--- config.mk ---
export PLATFORM = sky130hd
export DESIGN_NAME = banked_cfg_regs
export DESIGN_NICKNAME = d
export VERILOG_FILES = /design/src/rtl/bcr_pkg.sv /design/src/rtl/bcr_access_gate.sv /design/src/rtl/bcr_bank_store.sv /design/src/rtl/bcr_read_mux.sv /design/src/rtl/banked_cfg_regs.sv
export SDC_FILE = /design/constraint.sdc
export NUM_CORES = 1
export LEC_CHECK = 0
export CAP_MARGIN = 20
export CORE_MARGIN = 5
export CORE_UTILIZATION = 33
export CTS_BUF_LIST = sky130_fd_sc_hd__clkbuf_4
export CTS_CLUSTER_SIZE = 30
export DETAILED_ROUTE_END_ITERATION = 8
export GPL_ROUTABILITY_DRIVEN = 0
export PLACE_DENSITY = 0.9
export SLEW_MARGIN = 20
export SYNTH_ARGS = -nofsm -noshare
export SYNTH_HDL_FRONTEND = slang
export SYNTH_SLANG_ARGS = --single-unit
--- constraint.sdc ---
create_clock -name clk -period 1.2 [get_ports clk]
set_clock_uncertainty 0.15 [all_clocks]
set_input_delay 0.12 -clock clk [delete_from_list [all_inputs] [get_ports clk]]
set_output_delay 0.12 -clock clk [all_outputs]
set_load 0.03 [all_outputs]
--- src/rtl/bcr_pkg.sv ---
package bcr_pkg;
   localparam int BIT_REENT   = 0;
   localparam int BIT_UPEND   = 1;
   localparam int BIT_UNALGN  = 3;
   localparam int BIT_DIVZ    = 4;
   localparam int BIT_BFIGN   = 8;
   localparam int BIT_STKAL   = 9;
   localparam int MIN_DATA_W  = 10;

   localparam logic [31:0] WR_MASK32 = (32'd1 << BIT_REENT) | (32'd1 << BIT_UPEND) |
                                       (32'd1 << BIT_UNALGN) | (32'd1 << BIT_DIVZ) |
                                       (32'd1 << BIT_BFIGN) | (32'd1 << BIT_STKAL);
   localparam logic [31:0] FORCE32   = (32'd1 << BIT_REENT) | (32'd1 << BIT_STKAL);
   localparam logic [31:0] SHARED32  = (32'd1 << BIT_BFIGN);
endpackage

--- src/rtl/bcr_access_gate.sv ---
module bcr_access_gate #(
   parameter int ADDR_W = 12,
   parameter logic [ADDR_W-1:0] CFG_OFS  = 'hD14,
   parameter logic [ADDR_W-1:0] TRIG_OFS = 'hF00
) (
   input  logic              valid,
   input  logic [ADDR_W-1:0] addr,
   input  logic              wr,
   input  logic              user,
   input  logic              secure,
   input  logic              upend_ns,
   input  logic              upend_s,
   output logic              cfg_wr,
   output logic              cfg_rd,
   output logic              fault
);
   logic hit_cfg, hit_trig, upend_sel, user_ok;

   always_comb begin
      hit_cfg   = (addr == CFG_OFS);
      hit_trig  = (addr == TRIG_OFS);
      upend_sel = secure ? upend_s : upend_ns;
      user_ok   = hit_trig && upend_sel;
      fault     = valid && user && !user_ok;
      cfg_wr    = valid && !user && wr && hit_cfg;
      cfg_rd    = valid && !user && !wr && hit_cfg;
   end
endmodule

--- src/rtl/bcr_bank_store.sv ---
module bcr_bank_store #(
   parameter int DATA_W     = 32,
   parameter bit NEWER_ARCH = 1'b0
) (
   input  logic              clk,
   input  logic              rst_n,
   input  logic              we,
   input  logic              wsec,
   input  logic [DATA_W-1:0] wdata,
   output logic [DATA_W-1:0] copy_ns,
   output logic [DATA_W-1:0] copy_s
);
   localparam logic [DATA_W-1:0] WMASK  = DATA_W'(bcr_pkg::WR_MASK32);
   localparam logic [DATA_W-1:0] FORCE  = DATA_W'(bcr_pkg::FORCE32);
   localparam logic [DATA_W-1:0] SHARED = DATA_W'(bcr_pkg::SHARED32);
   localparam logic [DATA_W-1:0] RST_VAL =
      NEWER_ARCH ? FORCE : (DATA_W'(1) << bcr_pkg::BIT_STKAL);

   logic [DATA_W-1:0] wval;

   generate
      if (NEWER_ARCH) begin : g_forced
         assign wval = (wdata & WMASK) | FORCE;
      end else begin : g_plain
         assign wval = wdata & WMASK;
      end
   endgenerate

   always_ff @(posedge clk or negedge rst_n) begin
      if (!rst_n) begin
         copy_ns <= RST_VAL;
         copy_s  <= RST_VAL;
      end else if (we) begin
         if (wsec) begin
            copy_ns <= (copy_ns & ~SHARED) | (wval & SHARED);
            copy_s  <= wval & ~SHARED;
         end else begin
            copy_ns <= wval;
         end
      end
   end
endmodule

--- src/rtl/bcr_read_mux.sv ---
module bcr_read_mux #(
   parameter int DATA_W = 32
) (
   input  logic              sel_s,
   input  logic [DATA_W-1:0] copy_ns,
   input  logic [DATA_W-1:0] copy_s,
   output logic [DATA_W-1:0] view
);
   localparam logic [DATA_W-1:0] SHARED = DATA_W'(bcr_pkg::SHARED32);

   always_comb begin
      view = (sel_s ? copy_s : copy_ns) | (copy_ns & SHARED);
   end
endmodule

--- src/rtl/banked_cfg_regs.sv ---
module banked_cfg_regs #(
   parameter int ADDR_W     = 12,
   parameter int DATA_W     = 32,
   parameter bit NEWER_ARCH = 1'b0,
   parameter logic [ADDR_W-1:0] CFG_OFS  = 'hD14,
   parameter logic [ADDR_W-1:0] TRIG_OFS = 'hF00
) (
   input  logic              clk,
   input  logic              rst_n,
   input  logic              req_valid,
   input  logic [ADDR_W-1:0] req_addr,
   input  logic              req_wr,
   input  logic [DATA_W-1:0] req_wdata,
   input  logic              req_secure,
   input  logic              req_user,
   output logic [DATA_W-1:0] rsp_rdata,
   output logic              rsp_err,
   input  logic              core_secure,
   output logic              stkalign_o,
   output logic              thrd_reent_o
);
   generate
      if (DATA_W < bcr_pkg::MIN_DATA_W) begin : g_bad_w
         $error("DATA_W must cover bit 9");
      end
      if (CFG_OFS == TRIG_OFS) begin : g_bad_ofs
         $error("register and trigger offsets must differ");
      end
   endgenerate

   logic [DATA_W-1:0] copy_ns, copy_s, view, ctl_copy;
   logic              cfg_wr, cfg_rd, fault;

   bcr_access_gate #(
      .ADDR_W(ADDR_W), .CFG_OFS(CFG_OFS), .TRIG_OFS(TRIG_OFS)
   ) u_gate (
      .valid    (req_valid),
      .addr     (req_addr),
      .wr       (req_wr),
      .user     (req_user),
      .secure   (req_secure),
      .upend_ns (copy_ns[bcr_pkg::BIT_UPEND]),
      .upend_s  (copy_s[bcr_pkg::BIT_UPEND]),
      .cfg_wr   (cfg_wr),
      .cfg_rd   (cfg_rd),
      .fault    (fault)
   );

   bcr_bank_store #(.DATA_W(DATA_W), .NEWER_ARCH(NEWER_ARCH)) u_store (
      .clk     (clk),
      .rst_n   (rst_n),
      .we      (cfg_wr),
      .wsec    (req_secure),
      .wdata   (req_wdata),
      .copy_ns (copy_ns),
      .copy_s  (copy_s)
   );

   bcr_read_mux #(.DATA_W(DATA_W)) u_rmux (
      .sel_s   (req_secure),
      .copy_ns (copy_ns),
      .copy_s  (copy_s),
      .view    (view)
   );

   always_ff @(posedge clk or negedge rst_n) begin
      if (!rst_n) begin
         rsp_rdata <= '0;
         rsp_err   <= 1'b0;
      end else begin
         rsp_rdata <= cfg_rd ? view : '0;
         rsp_err   <= fault;
      end
   end

   always_comb begin
      ctl_copy     = core_secure ? copy_s : copy_ns;
      stkalign_o   = ctl_copy[bcr_pkg::BIT_STKAL];
      thrd_reent_o = ctl_copy[bcr_pkg::BIT_REENT];
   end
endmodule

# Yosys cells after proc, flatten, opt, wreduce, memory -nomap -nowiden
# Index checks and enable logic that the tools add are counted.
dict set report totals {
  reg_bits 70
  in_bits 51
  word_cells 25
}
dict set report op_classes {
  n_eq_ne 2
  mux 5
  bitwise 2
  n_reduce_logical 12
}
# operator count
set op_table {}
lappend op_table {{32-bit 2-to-1 mux} 3}
lappend op_table {{32-bit by 9-bit OR with 32-bit output} 2}
lappend op_table {{12-bit == test (second input constant)} 2}
lappend op_table {{10-bit 2-to-1 mux} 1}
lappend op_table {{1-bit logical AND} 8}
lappend op_table {{1-bit zero test} 3}
lappend op_table {{2-bit AND reduction} 1}
lappend op_table {{1-bit 2-to-1 mux} 1}

# Depth between registers and ports, before layout
# Gate-level depths: netlist of the first run.
dict set report logic_depth {
  word_depth 5
  ltp_mapped 5
  depth_no_buf 4
}

# Cells and area by module
# From an unflattened synthesis of the first run, not the netlist that was laid out.
dict set report hier_totals {
  cells_unflattened 196
  area_unflattened_um2 2590.0
}
# module instances cells_per_inst area_per_inst_um2 seq_area_each_um2
set modules_own_cells {}
lappend modules_own_cells {banked_cfg_regs 1 70 1103.6 825.8}
lappend modules_own_cells {bcr_bank_store 1 78 865.8 277.8}
lappend modules_own_cells {bcr_read_mux 1 36 536.8 0.0}
lappend modules_own_cells {bcr_access_gate 1 12 83.8 0.0}

# Worst setup path before layout of the first run
# OpenSTA, ideal clock, no wires.
dict set report synth_path {
  path_kind {input to register}
  start {input req_addr[3]}
  end {register u_store.copy_ns[0]}
  setup_time_ns 0.127
  t_arrival_ns 1.157
  slack_ns -0.234
  stages 5
  path_cell_list {nand4b_4 -> nor4_4 -> and4b_1 -> buf_4 -> mux2_1}
}
dict set report synth_via {
  elab_chain_len 2
}
# element line
set synth_lines {}
lappend synth_lines {{start: declaration} banked_cfg_regs.sv:11} ;# input logic [ADDR_W-1:0] req_addr,
lappend synth_lines {{12-bit == test} bcr_access_gate.sv:20} ;# hit_cfg = (addr == CFG_OFS);
lappend synth_lines {{1-bit logical AND} bcr_access_gate.sv:25} ;# cfg_wr = valid && !user && wr && hit_cfg;
lappend synth_lines {{end signal: assignment} bcr_bank_store.sv:35} ;# copy_ns <= (copy_ns & ~SHARED) | (wval & SHARED);
lappend synth_lines {{end signal: assignment} bcr_bank_store.sv:38} ;# copy_ns <= wval;
lappend synth_lines {{end: declaration} bcr_bank_store.sv:10} ;# output logic [DATA_W-1:0] copy_ns,
# No other way between the ends.
# A chain may end at the register's enable or synchronous reset.

==> results.json, run 1 <==
{
  "outcome": "finished, violations left",
  "failed_checks": "setup timing",
  "p_per_area_nw_per_um2": 814,
  "drtIter0Drc": 7,
  "crit_required_ps": 930,
  "htree_levels": 1,
  "worstPathCellList": "buf_6 > buf_4",
  "grt_antenna_before_repair": 0,
  "cts_tree": "done",
  "dp_hpwl_mm": 2.03,
  "syn_avg_cell_area_um2": 11.6,
  "most-common-layout-cells": "buf_4, dfrtp_1, nor2_1",
  "finalCritPeriodShare": 1.18,
  "clock-sinks": 19,
  "slew_violations": 0,
  "critPathArrivalTime_ps": 1140,
  "synth_top_area_share": 0.407,
  "vias_per_cell": 4.51,
  "hold_path_class": "in2reg",
  "diodes": 0,
  "cp-start-kind": "register",
  "setup_violations": 35,
  "grt_pass1_vias": 909,
  "utilization": 0.552,
  "die_area_um2": 4400,
  "mostFrequentLayoutCell": "buf_4",
  "placementRows": 20,
  "initial_core_util": 0.343,
  "hold_viol_final": 0,
  "grt_pass1_wl_mm": 4.00,
  "r2r-start": "u_store.copy_s[0]$_DFFE_PN0P_",
  "path_class": "reg2out",
  "grt_usage": 0.121,
  "rsz0062_at_grt": "yes",
  "endpoint_kind": "primary output",
  "clockBufferDepth": 2,
  "cp-endpoint": "rsp_rdata[21]",
  "critical_path.startpoint": "rsp_rdata[7]$_DFF_PN0_",
  "avgRoutedWirePerCell_um": 14.8,
  "r2r_setup_slack_ps": -70,
  "yosysWarnings": 0,
  "drive_above_1_share": 0.639,
  "synth_seq_cells": 19,
  "pre_cts_ws_ps": -780,
  "fin_cells": 191,
  "cp_slowest_cell": "dfrtp_4",
  "synthCells": 90,
  "synth_nets": 141,
  "r2r_end": "u_store.copy_s[0]$_DFFE_PN0P_",
  "crit_fanout": 13,
  "max_freq_ghz": 0.708,
  "clkLatencyLatePin_ps": 310,
  "crit_path_max_incr_delay_ps": 510,
  "vdd_drop_max_mv": 0.182,
  "cts_root_buf": "clkbuf_4",
  "nets": 199,
  "fillCellCount": 248,
  "drv_cap": 0,
  "num_vias": 861,
  "portBuffers": 59,
  "coreArea_um2": 3050,
  "synth_seq_area_share": 0.457,
  "hold-worst-slack_ps": 101,
  "synth_top_cell_by_area": "dfrtp_1",
  "dr.pass1.iters": 3,
  "syn_area_um2": 1050,
  "path_clk_slew_ps": 110,
  "fin_ws_ps": -212,
  "yosysUniqueCellTypes": 22,
  "ant_nets": 0,
  "fp.dieH_um": 66.3,
  "numCtsBuffers": 3,
  "finalCriticalPeriod_ps": 1410,
  "place_inst": 177,
  "leakagePower_uw": 0.000864,
  "totalWireLength_mm": 2.83,
  "io_pins": 86,
  "r2r.worst_path.cells": 4,
  "fin_setup_tns_ps": -6130,
  "synthTopCellsByArea": "dfrtp_1, buf_4, mux2_2",
  "die_w_um": 66.3,
  "grt_max_degree": 27,
  "route.detailed.drc": 0,
  "grt-ovfl-total": 0,
  "areaGrowthSynthToFinish_pct": 61.0
}
-- metrics by stage --
step | total power, uW | instance area, um2
floorplan | 852 | 1050
global placement | 984 | 1510
detailed placement | 992 | 1510
CTS | 1350 | 1600
global route | 1410 | 1680
finish | 1370 | 1680
-- kinds of logic (layout without fill, tap and decap cells) --
family / Yosys count / in the layout / synth area share
multiplexers: 18 / 18 / 0.188
other: 1 / 1 / 0.00359
flip-flops: 19 / 19 / 0.457
buffers and inverters: 28 / 85 / 0.195
AND/OR/NAND/NOR: 23 / 23 / 0.152
AO/OA/AOI/OAI: 1 / 1 / 0.00478
-- cell usage after synthesis --
library cell and number:
and4b_1 1, dfstp_2 2, mux2i_1 5, nor2_1 10, nand4b_4 1, nand4_1 1, nor3_1 1, conb_1 1
dfrtp_1 17, buf_4 26, nand4_2 1, nand3_1 2, inv_1 1, a21oi_1 1, mux2_1 5, nor4_4 1
nor2b_1 1, and3b_1 1, nand2_1 2, buf_2 1, nor4bb_1 1, mux2_2 8
-- final cells by class --
type | instances | area [um2] | share of cell area
repair buffers | 80 | 659 | 0.392
clock buffers | 4 | 30.0 | 0.0178
flip-flops and latches | 19 | 482 | 0.286
well taps | 44 | 55.1 | 0.0327
multi-input cells | 43 | 454 | 0.270
inverters | 1 | 3.75 | 0.00223
-- critical path: cells and delay by family, from the launching register on --
family / cells / cell delay [ps]
buffers and inverters: 2 / 320
flip-flops: 1 / 510
-- report_power, final --
part           switching, uW  leakage, uW  internal (uW)
Combinational            197     0.000592            162
Sequential              2.86     0.000254            645
Clock                    210    0.0000184            153
Total                    411     0.000864            960
-- per-layer routing --
metal | wire [um] | vias to the layer above | share of wire | track usage
li1 | - | 395 | - | -
met1 | 1010 | 406 | 0.36 | 0.118
met2 | 1420 | 48 | 0.50 | 0.211
met3 | 298 | 12 | 0.11 | 0.0459
met4 | 108 | 0 | 0.038 | 0.0812
met5 | 0 | - | 0 | 0
-- what timing repair did --
item,in CTS,in global routing
setup endpoints to repair,45,39
resized for setup,76,12
endpoints found under the hold margin,18,1
setup buffers,2,5
pin swaps,7,4
hold buffers,2,1
-- how the worst min path moves through the flow --
stage          slack [ps]                             end                      startpoint  cells after the start
2_1_floorplan        -330               rsp_err$_DFF_PN0_                           rst_n                      0
3_3_place_gp          320  u_store.copy_ns[4]$_DFFE_PN0P_  u_store.copy_ns[4]$_DFFE_PN0P_                      1
3_5_place_dp          320               rsp_err$_DFF_PN0_                           rst_n                      2
4_1_cts                 9               rsp_err$_DFF_PN0_                        req_user                      3
5_1_grt               140               rsp_err$_DFF_PN0_                     req_addr[2]                      5
6_report              100               rsp_err$_DFF_PN0_                     req_addr[2]                      5
-- flip-flops by register name, summed over array words and instances (netlist names) --
name,count
u_store.copy_s,5
rsp_rdata,7
u_store.copy_ns,6
rsp_err,1
(Power assumes the default switching activity.)
==> run 2: changes to the inputs <==
CORE_MARGIN = unset   (was 5)
SKIP_CTS_REPAIR_TIMING = 1   (was unset)
==> results.json, run 2 (synthesis results as in run 1) <==
{
  "outcome": "finished, violations left",
  "failed_checks": "setup timing",
  "clockBufferDepth": 2,
  "grt_max_degree": 27,
  "finalCritPeriodShare": 1.17,
  "r2r_setup_slack_ps": 30,
  "rsz0062_at_grt": "yes",
  "mostFrequentLayoutCell": "buf_4",
  "cts_root_buf": "clkbuf_4",
  "endpoint_kind": "primary output",
  "totalWireLength_mm": 2.61,
  "max_freq_ghz": 0.715,
  "htree_levels": 1,
  "vias_per_cell": 4.43,
  "setup_violations": 37,
  "hold_end": "rsp_err$_DFF_PN0_",
  "die_area_um2": 3400,
  "r2r_end": "u_store.copy_ns[0]$_DFFE_PN0P_",
  "num_vias": 838,
  "met3_usage": 0.0440,
  "place_inst": 177,
  "fin_ws_ps": -199,
  "placementRows": 20,
  "vdd_drop_max_mv": 0.296,
  "fin_cells": 189,
  "drtIter0Drc": 10,
  "finalCriticalPeriod_ps": 1400,
  "pre_cts_ws_ps": -734,
  "grt_pass1_vias": 812,
  "io_pins": 86,
  "path_clk_slew_ps": 110,
  "critPathArrivalTime_ps": 1130,
  "cp-start-kind": "input pin",
  "portBuffers": 59,
  "cts_tree": "done",
  "grt-ovfl-total": 0,
  "slew_violations": 0,
  "use_met2": 0.282,
  "r2r.worst_path.cells": 3,
  "clkLatencyLatePin_ps": 310,
  "largest_reg_flops": 7,
  "coreArea_um2": 3030,
  "crit_fanout": 2,
  "grt_util_met1": 0.126,
  "route.detailed.drc": 0,
  "fin_setup_tns_ps": -5800,
  "grt.busiest_layer": "met2",
  "ant_nets": 0,
  "drive_above_1_share": 0.586,
  "fp.dieH_um": 58.3,
  "finalInstanceArea_um2": 1720,
  "most-common-layout-cells": "buf_4, dfrtp_1, dlymetal6s2s_1",
  "fillCellCount": 226,
  "nets": 197,
  "hold_viol_final": 0,
  "initial_core_util": 0.345,
  "p_per_area_nw_per_um2": 779,
  "leakagePower_uw": 0.000940,
  "diodes": 0,
  "regMostFlops": "rsp_rdata",
  "grt_usage": 0.144,
  "dr.pass1.iters": 3,
  "dp_hpwl_mm": 1.83,
  "numCtsBuffers": 3,
  "crit_required_ps": 930,
  "place_area_um2": 1510,
  "top_regs": "rsp_rdata: 7 flops, u_store.copy_ns: 6 flops, u_store.copy_s: 5 flops",
  "hold_path_class": "in2reg",
  "avgRoutedWirePerCell_um": 13.8,
  "areaGrowthSynthToFinish_pct": 64.1,
  "die_w_um": 58.3,
  "clock-sinks": 19,
  "path_class": "in2out",
  "critical_path.startpoint": "core_secure",
  "grt_antenna_before_repair": 0,
  "r2r-start": "u_store.copy_ns[0]$_DFFE_PN0P_",
  "grt_pass1_wl_mm": 3.56,
  "worstHoldStart": "req_addr[9]",
  "drv_cap": 0,
  "hold_depth": 4
}
run 2: changes by cell type in the layout (fill, tap and decap cells not counted), sizes merged:
cell           before  now
dlygate4sd2         5    0
buf                61   52
clkbuf              5    4
clkinv              0    1
clkdlybuf4s50       7    9
dlymetal6s2s        0   13
clkdlybuf4s15       3    0
run 2: cell type report:
| class | instances | area (um2) | share of cell area |
|---|---|---|---|
| clock buffers | 3 | 22.5 | 0.0131 |
| multi-input cells | 43 | 443 | 0.258 |
| flip-flops and latches | 19 | 482 | 0.281 |
| repair buffers | 78 | 706 | 0.411 |
| well taps | 44 | 55.1 | 0.0321 |
| clock inverters | 1 | 5.00 | 0.00292 |
| inverters | 1 | 3.75 | 0.00219 |
run 2: worst max-delay path by stage:
| stage | to | slack [ps] | cells past startpoint |
|---|---|---|---|
| 6_report | thrd_reent_o | -200 | 3 |
| 5_1_grt | rsp_rdata[18] | -250 | 1 |
| 4_1_cts | stkalign_o | -740 | 2 |
| 3_5_place_dp | u_store.copy_ns[3]$_DFFE_PN0P_ | -730 | 5 |
| 3_3_place_gp | u_store.copy_ns[0]$_DFFE_PN0P_ | -690 | 5 |
| 2_1_floorplan | u_store.copy_ns[0]$_DFFE_PN0P_ | -230 | 5 |
run 2: critical path, cell delays in order:
cell and delay [ps]:
clkdlybuf4s50_1 520, mux2_2 350, buf_6 140
run 2: where the power goes:
part / switching (uW) / total, uW / internal, uW
sequential: 10.9 / 656 / 645
combinational: 181 / 348 / 167
clock: 208 / 333 / 125
run 2: metal layers:
layer	wire [um]	up-vias
met2	1330	49
met3	181	12
met4	112	0
li1	-	386
met5	0	-
met1	985	391
run 2: stage by stage:
stage,hold slack (ps),utilization,total power (uW)
floorplan,-326,-,852
global placement,318,0.497,982
detailed placement,324,0.497,989
CTS,-24.3,0.506,1330
global route,207,0.567,1400
finish,151,0.567,1340
==> run 3: changes to the inputs <==
CORE_ASPECT_RATIO = 1.5   (was unset)
CTS_CLUSTER_DIAMETER = 80   (was unset)
RECOVER_POWER = 25   (was unset)
==> results.json, run 3 (synthesis results as in run 1) <==
{
  "route.detailed.drc": 0,
  "crit_required_ps": 930,
  "regMostFlops": "rsp_rdata",
  "areaGrowthSynthToFinish_pct": 57.9,
  "coreArea_um2": 2970,
  "wl_met3_um": 132,
  "endpoint_kind": "primary output",
  "cts_root_buf": "clkbuf_4",
  "critPathArrivalTime_ps": 1130,
  "crit_fanout": 3,
  "drv_cap": 0,
  "most-common-layout-cells": "buf_4, dfrtp_1, dlymetal6s2s_1",
  "fin_cells": 180,
  "top_regs": "rsp_rdata: 7 flops, u_store.copy_ns: 6 flops, u_store.copy_s: 5 flops",
  "clock-sinks": 19,
  "fin_ws_ps": -199,
  "placementRows": 24,
  "io_pins": 86,
  "nets": 193,
  "max_freq_ghz": 0.715,
  "r2r.worst_path.cells": 3,
  "cp-start-kind": "register",
  "hold_viol_final": 0,
  "clockBufferDepth": 2,
  "grt_usage": 0.118,
  "grt_antenna_before_repair": 0,
  "portBuffers": 59,
  "drive_above_1_share": 0.574,
  "rsz0062_at_grt": "yes",
  "outcome": "finished, violations left",
  "grt-ovfl-total": 0,
  "slew_violations": 0,
  "met2WireLength_mm": 1.18,
  "numCtsBuffers": 3,
  "finalCriticalPeriod_ps": 1400,
  "hold_depth": 3,
  "htree_levels": 1,
  "num_vias": 803,
  "fp.dieH_um": 71.0,
  "grt_pass1_wl_mm": 2.89,
  "leakagePower_uw": 0.000927,
  "setup_violations": 38,
  "path_clk_slew_ps": 100,
  "wl_met1_um": 848,
  "mostFrequentLayoutCell": "buf_4",
  "vias_per_cell": 4.46,
  "p_per_area_nw_per_um2": 805,
  "dp_hpwl_mm": 1.57,
  "r2r_setup_slack_ps": 0,
  "initial_core_util": 0.352,
  "utilization": 0.556,
  "die_area_um2": 3400,
  "largest_reg_flops": 7,
  "failed_checks": "setup timing",
  "p_total_uw": 1330,
  "clkLatencyLatePin_ps": 300,
  "totalWireLength_mm": 2.20,
  "place_area_um2": 1470,
  "avgRoutedWirePerCell_um": 12.2,
  "drtIter0Drc": 7,
  "place_inst": 169,
  "diodes": 0,
  "dr.pass1.iters": 2,
  "hold_path_class": "in2reg",
  "grt_pass1_vias": 734,
  "vdd_drop_max_mv": 0.382,
  "finalInstanceArea_um2": 1650,
  "path_class": "reg2out",
  "grt_max_degree": 27,
  "cts_tree": "done",
  "finalCritPeriodShare": 1.17,
  "die_w_um": 48.0,
  "ant_nets": 0,
  "highest-signal-layer": "met4"
}
-- run 3: cell types whose count changed in the layout (fill, tap and decap cells not counted), sizes merged --
cell / previous run / this run
dlygate4sd3: 3 / 2
clkdlybuf4s50: 9 / 8
clkinv: 1 / 0
clkbuf: 4 / 7
buf: 52 / 48
-- run 3: worst max-delay path, cell delays in order (launching register included) --
cell,delay [ps]
dfstp_2,560
mux2_4,150
buf_6,120
-- run 3: worst paths after layout --
path	to	startpoint
worst max-delay path	stkalign_o	u_store.copy_ns[9]$_DFFE_PN1P_
worst min-delay path	rsp_err$_DFF_PN0_	req_user
worst max register to register	u_store.copy_ns[0]$_DFFE_PN0P_	u_store.copy_ns[0]$_DFFE_PN0P_
worst min register to register	rsp_rdata[8]$_DFF_PN0_	u_store.copy_ns[8]$_DFFE_PN0P_
max in group asynchronous	rsp_rdata[7]$_DFF_PN0_	rst_n
min in group asynchronous	rsp_err$_DFF_PN0_	rst_n
-- run 3: power breakdown --
part           switching [uW]  internal [uW]  total (uW)  leakage, uW
Combinational             182            156         338     0.000655
Clock                     192            152         344    0.0000184
Sequential               2.50            645         648     0.000254
Total                     377            953        1330     0.000927
-- run 3: layout make-up --
| cell class | instances | area (um2) |
|---|---|---|
| Clock buffer | 4 | 30.0 |
| Fill cell | 240 | 1320 |
| Inverter | 1 | 3.75 |
| Multi-Input combinational cell | 43 | 434 |
| Sequential cell | 19 | 482 |
| Tap cell | 39 | 48.8 |
| Timing Repair Buffer | 74 | 653 |
-- run 3: per-stage QoR --
| stage | setup slack (ps) | hold WS [ps] | setup TNS, ps |
|---|---|---|---|
| 2_1_floorplan | -233 | -326 | -1410 |
| 3_3_place_gp | -689 | 318 | -10500 |
| 3_5_place_dp | -724 | 325 | -11080 |
| 4_1_cts | -403 | 2.69 | -11360 |
| 5_1_grt | -243 | 23.2 | -7800 |
| 6_report | -199 | 8.31 | -5870 |
-- run 3: per-layer routing --
metal | up-vias | track usage
met2 | 47 | 0.215
met5 | - | 0
met3 | 4 | 0.0281
li1 | 378 | -
met4 | 0 | 0.0710
met1 | 374 | 0.107
